File: config.mk
export PLATFORM = sky130hd
export DESIGN_NAME = dmareg_ctrl
export DESIGN_NICKNAME = d
export VERILOG_FILES = /design/src/rtl/dmareg_pkg.sv /design/src/rtl/dmareg_decode.sv /design/src/rtl/dmareg_chan_bank.sv /design/src/rtl/dmareg_irq_core.sv /design/src/rtl/dmareg_ctrl.sv
export SDC_FILE = /design/constraint.sdc
export NUM_CORES = 2
export LEC_CHECK = 0
export BUFFER_PORTS_ARGS = -buffer_cell sky130_fd_sc_hd__clkbuf_2
export CORE_AREA = 2 2 369 445
export CTS_CLUSTER_DIAMETER = 40
export CTS_CLUSTER_SIZE = 30
export DETAILED_ROUTE_END_ITERATION = 7
export DIE_AREA = 0 0 371 447
export GPL_TIMING_DRIVEN = 0
export PLACE_DENSITY_LB_ADDON = 0.2
export SETUP_SLACK_MARGIN = 0.15
export SLEW_MARGIN = 5
export SYNTH_ARGS = -nofsm -noshare
export SYNTH_HDL_FRONTEND = slang
export SYNTH_HIERARCHICAL = 1
export SYNTH_SLANG_ARGS = --single-unit
export TNS_END_PERCENT = 50
File: constraint.sdc
create_clock -name clk -period 3.5 [get_ports clk]
set_input_delay 0.7 -clock clk [delete_from_list [all_inputs] [get_ports clk]]
set_output_delay 0.7 -clock clk [all_outputs]
set_load 0.05 [all_outputs]
File: src/rtl/dmareg_pkg.sv
package dmareg_pkg;
  localparam int REG_W         = 32;
  localparam int WADDR_W       = 10;
  localparam int CFG_ON_BIT    = 0;
  localparam int CFG_ERRIE_BIT = 14;
  localparam int CFG_TCIE_BIT  = 15;

  typedef enum logic [2:0] {
    SLOT_SRC  = 3'd0,
    SLOT_DST  = 3'd1,
    SLOT_LINK = 3'd2,
    SLOT_CTRL = 3'd3,
    SLOT_CFG  = 3'd4
  } slot_e;

  typedef struct packed {
    logic [REG_W-1:0] src;
    logic [REG_W-1:0] dst;
    logic [REG_W-1:0] link;
    logic [REG_W-1:0] ctrl;
    logic [REG_W-1:0] cfg;
  } chan_words_t;

  function automatic logic [7:0] ident_byte(input logic [2:0] idx, input int nch);
    case (idx)
      3'd0:    ident_byte = (nch == 8) ? 8'h80 : 8'h81;
      3'd1:    ident_byte = 8'h10;
      3'd2:    ident_byte = 8'h04;
      3'd3:    ident_byte = 8'h0A;
      3'd4:    ident_byte = 8'h0D;
      3'd5:    ident_byte = 8'hF0;
      3'd6:    ident_byte = 8'h05;
      default: ident_byte = 8'hB1;
    endcase
  endfunction
endpackage

File: src/rtl/dmareg_decode.sv
module dmareg_decode
  import dmareg_pkg::*;
#(
  parameter int NUM_CH = 8
) (
  input  logic [WADDR_W-1:0] waddr,
  input  logic               wr,
  output logic               chan_hit,
  output logic [2:0]         chan_idx,
  output logic [2:0]         slot,
  output logic               glob_hit,
  output logic [5:0]         glob_word,
  output logic               id_hit,
  output logic [NUM_CH-1:0]  chan_wr_sel,
  output logic               tc_clr_we,
  output logic               err_clr_we,
  output logic               gcfg_we,
  output logic               sync_we
);
  localparam logic [3:0] CHAN_WIN = 4'h1;
  localparam logic [3:0] GLOB_WIN = 4'h0;
  localparam logic [6:0] ID_WIN   = 7'h7F;

  logic slot_ok;

  always_comb begin
    chan_idx  = waddr[5:3];
    slot      = waddr[2:0];
    glob_word = waddr[5:0];
    slot_ok   = (waddr[2:0] <= 3'd4);
    chan_hit  = (waddr[9:6] == CHAN_WIN) && (int'(waddr[5:3]) < NUM_CH) && slot_ok;
    glob_hit  = (waddr[9:6] == GLOB_WIN);
    id_hit    = (waddr[9:3] == ID_WIN);
    tc_clr_we  = wr && glob_hit && (glob_word == 6'd2);
    err_clr_we = wr && glob_hit && (glob_word == 6'd4);
    gcfg_we    = wr && glob_hit && (glob_word == 6'd12);
    sync_we    = wr && glob_hit && (glob_word == 6'd13);
  end

  for (genvar c = 0; c < NUM_CH; c++) begin : g_sel
    assign chan_wr_sel[c] = wr && chan_hit && (int'(chan_idx) == c);
  end
endmodule

File: src/rtl/dmareg_chan_bank.sv
module dmareg_chan_bank
  import dmareg_pkg::*;
#(
  parameter int NUM_CH = 8
) (
  input  logic              clk,
  input  logic              rst_n,
  input  logic [NUM_CH-1:0] wr_sel,
  input  logic [2:0]        wr_slot,
  input  logic [REG_W-1:0]  wr_data,
  input  logic [NUM_CH-1:0] en_clr,
  output chan_words_t       words [NUM_CH]
);
  for (genvar c = 0; c < NUM_CH; c++) begin : g_ch
    chan_words_t cur_q, cur_d;
    logic        cur_ce;

    always_comb begin
      cur_d  = cur_q;
      cur_ce = wr_sel[c] | en_clr[c];
      if (en_clr[c]) cur_d.cfg[CFG_ON_BIT] = 1'b0;
      if (wr_sel[c]) begin
        case (slot_e'(wr_slot))
          SLOT_SRC:  cur_d.src  = wr_data;
          SLOT_DST:  cur_d.dst  = wr_data;
          SLOT_LINK: cur_d.link = wr_data;
          SLOT_CTRL: cur_d.ctrl = wr_data;
          SLOT_CFG:  cur_d.cfg  = wr_data;
          default:   cur_d      = cur_q;
        endcase
      end
    end

    always_ff @(posedge clk or negedge rst_n) begin
      if (!rst_n)      cur_q <= '0;
      else if (cur_ce) cur_q <= cur_d;
    end

    assign words[c] = cur_q;
  end
endmodule

File: src/rtl/dmareg_irq_core.sv
module dmareg_irq_core #(
  parameter int NUM_CH = 8
) (
  input  logic              clk,
  input  logic              rst_n,
  input  logic [NUM_CH-1:0] tc_set,
  input  logic [NUM_CH-1:0] err_set,
  input  logic              tc_clr_we,
  input  logic              err_clr_we,
  input  logic [NUM_CH-1:0] clr_mask,
  input  logic [NUM_CH-1:0] tc_mask,
  input  logic [NUM_CH-1:0] err_mask,
  output logic [NUM_CH-1:0] tc_raw,
  output logic [NUM_CH-1:0] err_raw,
  output logic [NUM_CH-1:0] tc_masked,
  output logic [NUM_CH-1:0] err_masked,
  output logic              irq
);
  logic [NUM_CH-1:0] tc_q, tc_d, err_q, err_d;
  logic              tc_ce, err_ce;

  always_comb begin
    tc_ce  = tc_clr_we  | (|tc_set);
    err_ce = err_clr_we | (|err_set);
    tc_d   = (tc_q  & ~(tc_clr_we  ? clr_mask : '0)) | tc_set;
    err_d  = (err_q & ~(err_clr_we ? clr_mask : '0)) | err_set;
  end

  always_ff @(posedge clk or negedge rst_n) begin
    if (!rst_n) begin
      tc_q  <= '0;
      err_q <= '0;
    end else begin
      if (tc_ce)  tc_q  <= tc_d;
      if (err_ce) err_q <= err_d;
    end
  end

  assign tc_raw     = tc_q;
  assign err_raw    = err_q;
  assign tc_masked  = tc_q & tc_mask;
  assign err_masked = err_q & err_mask;
  assign irq        = |(tc_masked | err_masked);
endmodule

File: src/rtl/dmareg_ctrl.sv
module dmareg_ctrl
  import dmareg_pkg::*;
#(
  parameter int NUM_CH = 8
) (
  input  logic               clk,
  input  logic               rst_n,
  input  logic [WADDR_W-1:0] reg_addr,
  input  logic               reg_wr,
  input  logic [REG_W-1:0]   reg_wdata,
  output logic [REG_W-1:0]   reg_rdata,
  input  logic [NUM_CH-1:0]  eng_tc_set,
  input  logic [NUM_CH-1:0]  eng_err_set,
  input  logic [NUM_CH-1:0]  eng_en_clr,
  output logic [NUM_CH-1:0]  chan_on,
  output logic               irq
);
  logic              chan_hit, glob_hit, id_hit;
  logic [2:0]        chan_idx, slot;
  logic [5:0]        glob_word;
  logic [NUM_CH-1:0] chan_wr_sel;
  logic              tc_clr_we, err_clr_we, gcfg_we, sync_we;
  chan_words_t       words [NUM_CH];
  logic [NUM_CH-1:0] tc_mask, err_mask;
  logic [NUM_CH-1:0] tc_raw, err_raw, tc_masked, err_masked;
  logic [REG_W-1:0]  gcfg_q, gcfg_d, sync_q, sync_d;
  chan_words_t       sel_words;

  dmareg_decode #(.NUM_CH(NUM_CH)) u_dec (
    .waddr(reg_addr), .wr(reg_wr),
    .chan_hit(chan_hit), .chan_idx(chan_idx), .slot(slot),
    .glob_hit(glob_hit), .glob_word(glob_word), .id_hit(id_hit),
    .chan_wr_sel(chan_wr_sel), .tc_clr_we(tc_clr_we), .err_clr_we(err_clr_we),
    .gcfg_we(gcfg_we), .sync_we(sync_we)
  );

  dmareg_chan_bank #(.NUM_CH(NUM_CH)) u_bank (
    .clk(clk), .rst_n(rst_n), .wr_sel(chan_wr_sel), .wr_slot(slot),
    .wr_data(reg_wdata), .en_clr(eng_en_clr), .words(words)
  );

  for (genvar c = 0; c < NUM_CH; c++) begin : g_mask
    assign tc_mask[c]  = words[c].cfg[CFG_TCIE_BIT];
    assign err_mask[c] = words[c].cfg[CFG_ERRIE_BIT];
    assign chan_on[c]  = words[c].cfg[CFG_ON_BIT];
  end

  dmareg_irq_core #(.NUM_CH(NUM_CH)) u_irq (
    .clk(clk), .rst_n(rst_n), .tc_set(eng_tc_set), .err_set(eng_err_set),
    .tc_clr_we(tc_clr_we), .err_clr_we(err_clr_we),
    .clr_mask(reg_wdata[NUM_CH-1:0]), .tc_mask(tc_mask), .err_mask(err_mask),
    .tc_raw(tc_raw), .err_raw(err_raw), .tc_masked(tc_masked),
    .err_masked(err_masked), .irq(irq)
  );

  always_comb begin
    gcfg_d = gcfg_we ? reg_wdata : gcfg_q;
    sync_d = sync_we ? reg_wdata : sync_q;
  end

  always_ff @(posedge clk or negedge rst_n) begin
    if (!rst_n) begin
      gcfg_q <= '0;
      sync_q <= '0;
    end else begin
      if (gcfg_we) gcfg_q <= gcfg_d;
      if (sync_we) sync_q <= sync_d;
    end
  end

  always_comb begin
    sel_words = '0;
    for (int c = 0; c < NUM_CH; c++) begin
      if (int'(chan_idx) == c) sel_words = words[c];
    end
  end

  always_comb begin
    reg_rdata = '0;
    if (chan_hit) begin
      case (slot_e'(slot))
        SLOT_SRC:  reg_rdata = sel_words.src;
        SLOT_DST:  reg_rdata = sel_words.dst;
        SLOT_LINK: reg_rdata = sel_words.link;
        SLOT_CTRL: reg_rdata = sel_words.ctrl;
        SLOT_CFG:  reg_rdata = sel_words.cfg;
        default:   reg_rdata = '0;
      endcase
    end else if (id_hit) begin
      reg_rdata = REG_W'(ident_byte(slot, NUM_CH));
    end else if (glob_hit) begin
      case (glob_word)
        6'd0:    reg_rdata = REG_W'(tc_masked | err_masked);
        6'd1:    reg_rdata = REG_W'(tc_masked);
        6'd3:    reg_rdata = REG_W'(err_masked);
        6'd5:    reg_rdata = REG_W'(tc_raw);
        6'd6:    reg_rdata = REG_W'(err_raw);
        6'd7:    reg_rdata = REG_W'(chan_on);
        6'd12:   reg_rdata = gcfg_q;
        6'd13:   reg_rdata = sync_q;
        default: reg_rdata = '0;
      endcase
    end
  end
endmodule

**Word level (Yosys, flattened, before mapping)**

Cells that the tools add are included.

- Magnitude comparators: 1
- Multiplexer cells: 40
- Eq/ne operators: 32
- Bitwise gates (word level): 21
- Reductions and logical operators: 71

Operators with widths:

| kind | count |
|---|---|
| 2-to-1 mux 160 bit | 8 |
| case mux 32 bit (2 select lines) | 8 |
| case mux 32 bit (8 select lines) | 1 |
| case mux 32 bit (5 select lines) | 1 |
| 2-to-1 mux 32 bit | 3 |
| AND reduction 3 bit | 32 |
| case mux 8 bit (7 select lines) | 1 |
| AND 8 bit | 4 |
| bitwise OR 8 bit | 4 |
| AND reduction 4 bit | 8 |
| equality test 6 x 3 -> 1 bit (second input constant) | 4 |
| != test 3 bit (second input constant) | 8 |
| OR reduction 8 bit | 3 |
| equality test 3 bit (second input constant) | 7 |
| 2-to-1 mux 1 bit | 16 |
| 2-to-1 mux 8 bit | 2 |
| NOT 8 bit | 2 |
| AND reduction 2 bit | 8 |
| logical AND 1 bit | 15 |
| equality test 3 x 2 -> 1 bit (second input constant) | 4 |
| equality test 6 x 2 -> 1 bit (second input constant) | 2 |
| equality test 6 x 4 -> 1 bit (second input constant) | 2 |
| bitwise OR 1 bit | 10 |
| equality test 7 bit (second input constant) | 1 |
| other kinds (9) | 11 |

- Register bits: 1,360

**Longest topological paths before layout**

- Depth after elaboration: 11
- Mapped depth: 12

**Cells and area by module**

The synthesis kept the hierarchy.

Modules (own cells, without submodules):

| module | times used | cells an instance | area each (µm²) |
|---|---|---|---|
| dmareg_chan_bank | 1 | 2,900 | 48,455.2 |
| dmareg_ctrl | 1 | 1,761 | 14,787.9 |
| dmareg_irq_core | 1 | 71 | 732.0 |
| dmareg_decode | 1 | 45 | 285.3 |

**Worst setup path before layout**

OpenSTA, ideal clock, no wires.

- Path type: input to output
- Start point: in reg_addr[7]
- End point: out reg_rdata[25]
- Setup slack: -266 ps
- Path buffers: 3
- Cell stages on the path: 7
- Required time: 2,800 ps
- Data arrival time: 3,066 ps
- Cell sequence: or4b_1 > buf_2 > nor2_1 > nand2_1 > clkbuf_1 > clkbuf_1 > o2111ai_1

RTL lines:

| what | line | text |
|---|---|---|
| from (decl) | dmareg_ctrl.sv:8 | `input logic [WADDR_W-1:0] reg_addr,` |
| equality test 4 x 1 -> 1 bit | dmareg_decode.sv:31 | `chan_hit = (waddr[9:6] == CHAN_WIN) && (int'(waddr[5:3]) < NUM_CH) && slot_ok;` |
| logical AND 1 bit | dmareg_decode.sv:31 |  |
| via chan_hit | dmareg_ctrl.sv:18 | `logic chan_hit, glob_hit, id_hit;` |
| 2-to-1 mux 32 bit | dmareg_ctrl.sv:80 | `if (chan_hit) begin` |
| to (decl) | dmareg_ctrl.sv:11 | `output logic [REG_W-1:0] reg_rdata,` |

The timed path passes the listed nets, and every way through them passes these cells.

**Final worst setup path**

- Start point: in reg_addr[5]
- End point: out reg_rdata[3]

- Cells in the longest elaborated chain, start to end: 11

RTL lines:

| what | line | text |
|---|---|---|
| logical NOT 3 bit | dmareg_ctrl.sv:74 | `if (int'(chan_idx) == c) sel_words = words[c];` |
| 2-to-1 mux 160 bit (8 in a row) | dmareg_ctrl.sv:74 |  |
| case mux 32 bit (5 select lines) | dmareg_ctrl.sv:81 | `case (slot_e'(slot))` |
| 2-to-1 mux 32 bit * | dmareg_ctrl.sv:80 |  |

Mark *: on every way between the ends. The rest lies on a longest branch, timed or not.

==> flow_summary.yaml <==
clock_network:
  cts_root_buf: "clkbuf_16"
  cts_tree: "built"
  h-tree-depth: 4
  insertion_delay_ps: 840
  cts_max_path_buffers: 3
  cts_buffers: 167
  clk_pin_slew_worst_paths_ps: 60
  cts.sinks: 1360
sta:
  rsz0062_at_grt: "yes"
  finalSetupViolations: 32
  slew_violations: 0
  fmax_mhz: 235
  final-hold-violation-count: 0
  hold_slack_ps: 40.0
  slew_headroom_pct: 21.4
  skew_ps: 0
  worstMarginPinSlew_ps: 1180
  timing.final.crit_share_pct: 122
  period_needed_ps: 4260
  setup_tns_ps: -17660
  final.setup.worst_slack_ps: -760
logic_synthesis:
  yosysUniqueCellTypes: 84
  yosysTopAreaCell: "dfrtp_1"
  synth.cells.most_frequent: "dfrtp_1 (1360), mux2_2 (1351), clkbuf_1 (208), o21ai_0 (182), nand2_1 (168)"
  yosysSeqAreaShare_pct: 53.0
  synthDominantCellAreaShare_pct: 53.0
  synth_area_leaders: "dfrtp_1 (53%), mux2_2 (24%), mux4_2 (3.7%), mux2_1 (1.8%), mux2i_1 (1.7%)"
  netlist_area_mm2: 0.0643
  synth_cells: 4777
  synth_edf_count: 0
  syn_area_per_cell_um2: 13.5
  synth_seq_cells: 1360
  syn_nets: 4846
  yosys_warnings: 6
  synth_most_common_cell: "dfrtp_1"
  yosys_most_used_dff: "dfrtp_1"
  async_flop_share_pct: 100
layout:
  seq_area_mm2: 0.0340
  layout.nets: 5365
  final_util_pct: 50.0
  fill_cells: 14000
  drive_above_1_share_pct: 49.5
  multi_input_area_mm2: 0.0289
  area_growth_syn_to_layout_pct: 25.8
  stdcell_area_mm2: 0.0808
grt:
  grt_pass1_wl_mm: 455
  grt_pass1_vias: 49000
  gr-total-overflow: 0
  grt_max_degree: 107
  antenna_found_initial: 46
  grtUsageTotal_pct: 41.7
power:
  p_per_area_mw_per_mm2: 477
  power.internal_mw: 27.8
  switchingPower_mw: 10.7
  swShare_pct: 27.7
  power_frac_clock_pct: 48.5
  p_leak_nw: 38.3
  vdd_drop_max_mv: 0.476
  comb_power_share_pct: 10.1
  seq_power_share_pct: 41.4
critical_path:
  crit_required_ps: 2800
  r2r_setup_slack_ps: 2490
  path_max_fanout: 10
  cp.arrival_ps: 3560
  start_kind: "input pin"
  end_kind: "output pin"
  crit_type: "input pin to output pin"
detailed_routing:
  dr.pass1.iters: 6
  drt_iter0_markers: 7624
  drc: 0
  drtAntennaViolNets: 0
  vias: 50800
  via_per_inst: 6.68
  routed_wl_mm: 348
  drt-wirelength-per-cell_um: 45.8
floorplan:
  rows: 162
  dieArea_mm2: 0.166
  die_w_um: 371
  boundaryPins: 110
  core_area_mm2: 0.162
  die_h_um: 447
  start_util_pct: 39.8
placement:
  hpwl_mm: 223
  place_ws_ps: -3050
  gp_congestion: 1.04
  portBuffers: 109
  placed_area_mm2: 0.0685
status:
  violations: "setup timing"
  outcome: "finished with violations"
min_path:
  hold_path.class: "input pin to flip-flop"
flow_run:
  max_cap_violations: 0
## cell usage in the layout, fill, tap and decap left out, drive strengths merged, types with 20 or more instances in the layout
cell type and count:
a211oi 30, a21o 27, a21oi 154, a22oi 56, and2 23, buf 536, clkbuf 499, clkinv 47
dfrtp 1360, diode 31, inv 58, mux2 1461, mux2i 108, mux4 106, nand2 175, nand2b 21
nand3 28, nor2 88, nor4 20, o211ai 35, o21ai 191, o221ai 74, o22ai 106
## critical path, stage by stage
cell and delay, ps:
clkbuf_2 180, buf_4 220, buf_12 190, buf_16 200, buf_12 230, a22oi_1 110, o211ai_1 790, a31oi_4 280
or3_4 410, clkbuf_16 180
## metrics by stage
| stage | power (mW) | instances |
|---|---|---|
| 6_report | 38.5 | 7601 |
| 4_1_cts | 38.2 | 7518 |
| 3_3_place_gp | 19.1 | 7018 |
| 3_5_place_dp | 19.2 | 7044 |
| 2_1_floorplan | 17.3 | 4777 |
| 5_1_grt | 39.2 | 7581 |
## area by class of cell
cell class	count	area share, %
clock inverters	109	1.60
diodes	31	0.0959
inverters	26	0.136
multi-input cells	2904	35.7
well taps	2132	3.30
flip-flops and latches	1360	42.1
plain buffers	487	6.46
repair buffers	350	4.89
clock buffers	202	5.70
## power groups by stage
stage / logic [mW] / registers, mW / clock network [mW]
floorplan: 1.06 / 16.2 / 0
global placement: 2.84 / 16.3 / 0
detailed placement: 2.92 / 16.2 / 0
CTS: 3.55 / 16.0 / 18.6
global route: 3.85 / 16.0 / 19.3
finish: 3.89 / 16.0 / 18.7
## path summary, 6_finish.rpt
kind / startpoint / depth (start not counted) / endpoint
worst max register to register: u_bank/words[960] / 2 / u_bank/words[960]
worst min-delay path: eng_err_set[0] / 2 / u_irq/err_raw[0]
max in group asynchronous: rst_n / 7 / u_bank/words[508]
worst min register to register: u_bank/words[598] / 1 / u_bank/words[598]
min in group asynchronous: rst_n / 2 / u_bank/words[646]
worst max-delay path: reg_addr[5] / 10 / reg_rdata[3]
## kinds of logic (layout without fill, tap and decap cells)
logic type      count (synthesis)  in the layout  synth area share (%)
mux                          1675           1675                  31.0
flops                        1360           1360                  53.0
compound gates                801            801                  8.24
buf+inv                       513           1174                  4.23
simple gates                  426            426                  3.51
xor+xnor                        2              2                0.0273
other cells                     0             31                     0
## registers in the layout (all words and copies together), names as in the netlist
| register | cells |
|---|---|
| u_bank/words | 1280 |
| gcfg_q | 32 |
| sync_q | 32 |
| u_irq/err_raw | 8 |
| u_irq/tc_raw | 8 |
## routing by layer
metal	track usage (%)	up-vias	routed length [µm]
met4	34.8	28	35300
met1	50.2	26700	126000
li1	-	18800	-
met3	17.7	1320	44700
met5	0.266	-	323
met2	57.3	4004	142000
## timing repair
action / in CTS / in global routing
endpoints found under the hold margin: 56 / 0
setup endpoints to repair: 157 / 217
pin swaps: 69 / 52
setup buffers: 158 / 50
gates resized for setup: 808 / 139
hold buffers: 1 / 0
gates cloned: 4 / 2
(Power assumes the default switching activity.)
